==> config.mk <==
export PLATFORM = sky130hd
export DESIGN_NAME = hall_pwm_commutator
export DESIGN_NICKNAME = d
export VERILOG_FILES = /design/src/rtl/hall_pwm_commutator.sv
export SDC_FILE = /design/constraint.sdc
export NUM_CORES = 1
export LEC_CHECK = 0
export BUFFER_PORTS_ARGS = -buffer_cell sky130_fd_sc_hd__buf_2
export CORE_AREA = 5 5 42 44
export CTS_BUF_LIST = sky130_fd_sc_hd__clkbuf_8
export CTS_CLUSTER_DIAMETER = 30
export DETAILED_ROUTE_END_ITERATION = 6
export DIE_AREA = 0 0 47 49
export PLACE_DENSITY = 0.58
export SYNTH_ARGS = -nofsm -noshare
export SYNTH_HDL_FRONTEND = slang
export SYNTH_SLANG_ARGS = --single-unit
==> constraint.sdc <==
create_clock -name clk -period 1.1 [get_ports clk]
set_clock_uncertainty 0.1 [all_clocks]
set_input_delay 0.22 -clock clk [delete_from_list [all_inputs] [get_ports clk]]
set_output_delay 0.22 -clock clk [all_outputs]
set_load 0.03 [all_outputs]
==> src/rtl/hall_pwm_commutator.sv <==
module hall_pwm_commutator (
  input  logic       clk,
  input  logic       rst_n,
  input  logic [2:0] hall,
  input  logic       dir_rev,
  input  logic       stop,
  input  logic       pwm_on,
  input  logic       ilim,
  output logic [2:0] hi_en,
  output logic [2:0] lo_en
);

  logic       dir_q;
  logic       cut_q;
  logic [2:0] code;
  logic [2:0] src;
  logic [2:0] snk;
  logic       run;
  logic       chop_ok;

  assign code = dir_q ? ~hall : hall;

  always_comb begin
    src = 3'b000;
    snk = 3'b000;
    case (code)
      3'b110: begin src = 3'b100; snk = 3'b010; end
      3'b100: begin src = 3'b100; snk = 3'b001; end
      3'b101: begin src = 3'b010; snk = 3'b001; end
      3'b001: begin src = 3'b010; snk = 3'b100; end
      3'b011: begin src = 3'b001; snk = 3'b100; end
      3'b010: begin src = 3'b001; snk = 3'b010; end
      default: begin src = 3'b000; snk = 3'b000; end
    endcase
  end

  assign run     = !stop && (src != 3'b000);
  assign chop_ok = pwm_on && !ilim && !cut_q;

  always_ff @(posedge clk or negedge rst_n) begin
    if (!rst_n) begin
      hi_en <= 3'b000;
      lo_en <= 3'b000;
      dir_q <= 1'b0;
      cut_q <= 1'b0;
    end else begin
      hi_en <= run ? src : 3'b000;
      lo_en <= (run && chop_ok) ? snk : 3'b000;
      if (stop) dir_q <= dir_rev;
      cut_q <= pwm_on && (cut_q || ilim);
    end
  end

  AST_NO_SHOOT: assert property (@(posedge clk) disable iff (!rst_n) (hi_en & lo_en) == 3'b000);
  AST_ONE_SOURCE: assert property (@(posedge clk) disable iff (!rst_n) $onehot0(hi_en) && $onehot0(lo_en));
  AST_STOP_OFF: assert property (@(posedge clk) disable iff (!rst_n) stop |=> (hi_en == 3'b000 && lo_en == 3'b000));
  AST_BAD_HALL: assert property (@(posedge clk) disable iff (!rst_n) (hall == 3'b000 || hall == 3'b111) |=> (hi_en == 3'b000 && lo_en == 3'b000));
  AST_CHOP_LOW: assert property (@(posedge clk) disable iff (!rst_n) !pwm_on |=> lo_en == 3'b000);
  AST_ILIM_CUT: assert property (@(posedge clk) disable iff (!rst_n) ilim |=> lo_en == 3'b000);
  AST_CUT_HOLD: assert property (@(posedge clk) disable iff (!rst_n) (cut_q && pwm_on) |=> lo_en == 3'b000);
  AST_LO_NEEDS_HI: assert property (@(posedge clk) disable iff (!rst_n) (lo_en != 3'b000) |-> (hi_en != 3'b000));

endmodule

# [Yosys cells after proc, flatten, opt, wreduce, memory -nomap -nowiden]
# Cells that the tools add are included.
[classes] reduce_logical=16 mux=5 eq_ne=6 bitwise_logic=1
[op_table] cell="$pmux W3 S3" n=2
[op_table] cell="$reduce_or A2 Y1" n=6
[op_table] cell="$eq A3 B3 Y1 const B" n=3
[op_table] cell="$mux W3" n=3
[op_table] cell="$eq A3 B2 Y1 const B" n=2
[op_table] cell="$logic_and A1 B1 Y1" n=5
[op_table] cell="$eq A3 B1 Y1 const B" n=1
[op_table] cell="$logic_not A1 Y1" n=3
[op_table] cell="$not A3 Y3" n=1
[op_table] cell="$reduce_bool A3 Y1" n=1
[op_table] cell="$logic_or A1 B1 Y1" n=1
[totals] out_inout_bits=6 in_bits=9 wordCells=32 register_bits=8

# [Logic depth before layout (Yosys ltp)]
[depth] ltp_word=9 ltp_mapped=3 ltp_nobuf=2

# [Worst setup path after synthesis]
# OpenSTA, ideal clock, no wires.
[synth_path] path_kind="reg-to-reg" from="register dir_q" to="register lo_en[0]" synth_period_minus_slack_ps=1179 stages_incl_launch_ff=4 n_path_buf=1 t_required_ps=927 arrival_time_ps=1006 setup_time_ps=73 slack_ps=-79 cell_sequence="dfrtp_1 > buf_2 > or3b_1 > a21oi_2"
[synth_via] elab_chain_len=8 elab_cells_between_ends=19 classes_between="eq/ne: 6; mux: 4; reduce/logical: 9"
[synth_rtl] item="from (decl)" line_no="13" text="logic dir_q;"
[synth_rtl] item="from (signal assigned)" line_no="49" text="if (stop) dir_q <= dir_rev;"
[synth_rtl] item="$mux W3 *" line_no="21" text="assign code = dir_q ? ~hall : hall;"
[synth_rtl] item="$eq A3 B2 Y1, or another cell as far along" line_no="26" text="case (code)"
[synth_rtl] item="$reduce_or A2 Y1 (no source line)"
[synth_rtl] item="$pmux W3 S3" line_no="26"
[synth_rtl] item="$reduce_bool A3 Y1" line_no="37" text="assign run = !stop && (src != 3'b000);"
[synth_rtl] item="$logic_and A1 B1 Y1" line_no="37"
[synth_rtl] item="$logic_and A1 B1 Y1" line_no="48" text="lo_en <= (run && chop_ok) ? snk : 3'b000;"
[synth_rtl] item="$mux W3 *" line_no="48"
[synth_rtl] item="to (signal assigned)" line_no="48"
[synth_rtl] item="to (decl)" line_no="10" text="output logic [2:0] lo_en"
# Every way passes the cells marked *; elsewhere a longest branch is shown, timed or not.
# A chain may end at the register's enable or synchronous reset.

# [Worst setup path in the final report]
[layout_path] from="register dir_q" to="register hi_en[1]"
[layout_via] elab_chain_len=7 elab_cells_between_ends=14 classes_between="eq/ne: 6; mux: 3; reduce/logical: 5"
[layout_rtl] item="$mux W3 *" line_no="21"
[layout_rtl] item="$eq A3 B2 Y1, or another cell as far along" line_no="26"
[layout_rtl] item="$reduce_or A2 Y1 (no source line)"
[layout_rtl] item="$pmux W3 S3 *" line_no="26"
[layout_rtl] item="$reduce_bool A3 Y1" line_no="37"
[layout_rtl] item="$logic_and A1 B1 Y1" line_no="37"
[layout_rtl] item="$mux W3 *" line_no="47" text="hi_en <= run ? src : 3'b000;"
[layout_rtl] item="to (signal assigned)" line_no="47"
[layout_rtl] item="to (decl)" line_no="9" text="output logic [2:0] hi_en,"
# Marks and branches as above.

==> metrics.cfg <==
[status]
outcome=finished, violations left
violations=negative setup slack

[pwr]
power.leakage_nw=0.2862
power_density_nw_per_um2=1338
ir_drop_mv=0.6619
power_uw=815.3

[sta]
relSlewSlack_pct=87.87
setup_viol=6
setup_slack_ps=-129.5
fin_crit_ps=1230
worst_pin_slew_ps=181.9
fmax_mhz=813.3
finalMaxSlewViolations=0
hold_violations=0
rsz0062_at_grt=true
period_share_pct=111.8

[routing]
vias=336
ant_nets=0
wl_per_cell_um=12.74
first_pass_iters=2
drtIter0Drc=3
vias_per_cell=4.603
routed_wl_um=930
post-route-drc-count=0

[global_routing]
antenna_found_initial=0
grt_pass1_wl_um=1269
use_met2_pct=12.67
grt_use_met3_pct=0
grt_usage_pct=8.156
grt_busiest_layer=met2
grt_max_degree=9
grt_use_met1_pct=8.539
grt_pass1_vias=315
gr-total-overflow=0

[worst_setup_path]
slowest_delay_ps=480
critPathMaxFanout=6
critPathSlowestCell=or3b_2
crit_type=reg2reg
reg2reg_slack_ps=-130
r2r-start=dir_q
arrival_ps=1280
ff2ff_path_depth=2
critPathCaptureType=flip-flop
required_ps=1150
worstSetupStartpoint=dir_q
r2r_end=hi_en[1]
worst_setup_path_start_kind=flip-flop
path_cells=or3b_2 -> a21oi_2

[floorplanning]
dieArea_sq_um=2303
io_pins=15
die_w_um=47
start_util_pct=26.87
die_h_um=49
rows=14
core_area_sq_um=1401

[placement]
portBuffers=14
dp_hpwl_um=626.4
place.gp.congestion=0.7280

[logic_synthesis]
avgSynthCellArea_sq_um=12.55
synth.distinct_cells=10
synth_top_cell_by_area=dfrtp_1
synthTopCellsByArea=dfrtp_1 53%, nand3b_1 12%, a21oi_2 7.0%, or3b_1 7.0%, or3b_2 7.0%
synth_nets=39
synth_top_cell_area_share_pct=53.16
synth_seq_area_share_pct=53.16
syn_inst=30
synth_warnings=0
ys_seq_elements=8
syn_area_sq_um=376.6

[worst_hold_path]
whs_endpoint=cut_q
min_from=pwm_on
hold_path_depth=2
holdCritPathClass=in2reg

[clock_tree]
clock-sinks=8
h-tree-depth=1
cts_tree=yes
clockBufferDepth=2
cts_root_buf=clkbuf_8
clk_pin_slew_ps=40
numCtsBuffers=3
clk_latency_ps=220

[cells_and_area]
layout_common_cells=14 x buf_2, 9 x buf_4, 7 x dfrtp_1
drive_gt1_share_pct=70.18
antenna_cells=0
utilization_pct=43.48
finalNetCount=68
final_common_cell=buf_2
area_growth_syn_to_layout_pct=61.79

[run]
drv_cap=0

[through the flow]
stage / setup WS [ps] / hold slack, ps / std cells / area [sq um] / setup TNS [ps]
after floorplan: -61.16 / -175.6 / 30 / 382.9 / -243.8
after global placement: -156.8 / -30.68 / 65 / 506.7 / -616.8
after detailed placement: -158.9 / -28.20 / 65 / 506.7 / -696.9
after CTS: -120.2 / 117.2 / 72 / 596.8 / -601.1
after global routing: -171.1 / 123.2 / 73 / 609.3 / -877.9
final: -129.5 / 121.5 / 73 / 609.3 / -672.6
[power by group]
| part | total, mW | internal (mW) | leakage [nW] | switching, mW |
|---|---|---|---|---|
| registers | 0.320 | 0.311 | 0.105 | 0.00932 |
| logic | 0.158 | 0.0849 | 0.159 | 0.0730 |
| clock network | 0.337 | 0.236 | 0.0216 | 0.102 |
[layout make-up]
cell class | instances | area (sq um)
clock buffers | 3 | 41.29
multi-input cells | 21 | 187.7
repair buffers | 25 | 158.9
flip-flops and latches | 8 | 201.4
well taps | 16 | 20.02
fillers | 140 | 792.0
[what timing repair did]
action                     in CTS  in global routing
gates cloned                    0                  0
pin swaps                       2                  5
setup endpoints to repair       6                  7
gates resized for setup         6                  2
hold buffers                    1                  0
hold endpoints to repair        8                  0
buffers inserted                3                  1
[layer usage]
layer	vias up	share of wire (%)	wire (um)
li1	167	-	-
met4	0	3.0	28
met3	2	5.1	47
met5	-	0	0
met1	157	42	392
met2	10	50	461
[registers in the layout, summed over array words and instances, names as in the netlist]
register / count
cut_q: 1
dir_q: 1
hi_en: 3
lo_en: 3
[worst max-delay path, delay by kind of cell (launching register included)]
family / cells / cell delay (ps)
AND/OR/NAND/NOR: 1 / 480
flip-flops: 1 / 430
AO/OA/AOI/OAI: 1 / 140
[Yosys cell counts]
library cell,count
a21oi_1,3
or3b_1,3
o21a_1,1
dfrtp_1,8
a21oi_2,3
or4b_4,1
or3b_2,3
mux2_2,1
buf_2,1
nand3b_1,6
[cells by family after synthesis]
kind of cell,share of synthesized area [%]
AND/OR/NAND/NOR,29.57
multiplexers,2.990
AO/OA/AOI/OAI,12.96
flip-flops,53.16
buffers and inverters,1.328
[worst max-delay path by stage]
stage | to | cells past startpoint
2_1_floorplan | lo_en[2] | 3
3_3_place_gp | hi_en[2] | 2
3_5_place_dp | lo_en[1] | 2
4_1_cts | lo_en[2] | 3
5_1_grt | hi_en[1] | 2
6_report | hi_en[1] | 2
Note: power is estimated with default switching activity, not from simulation.
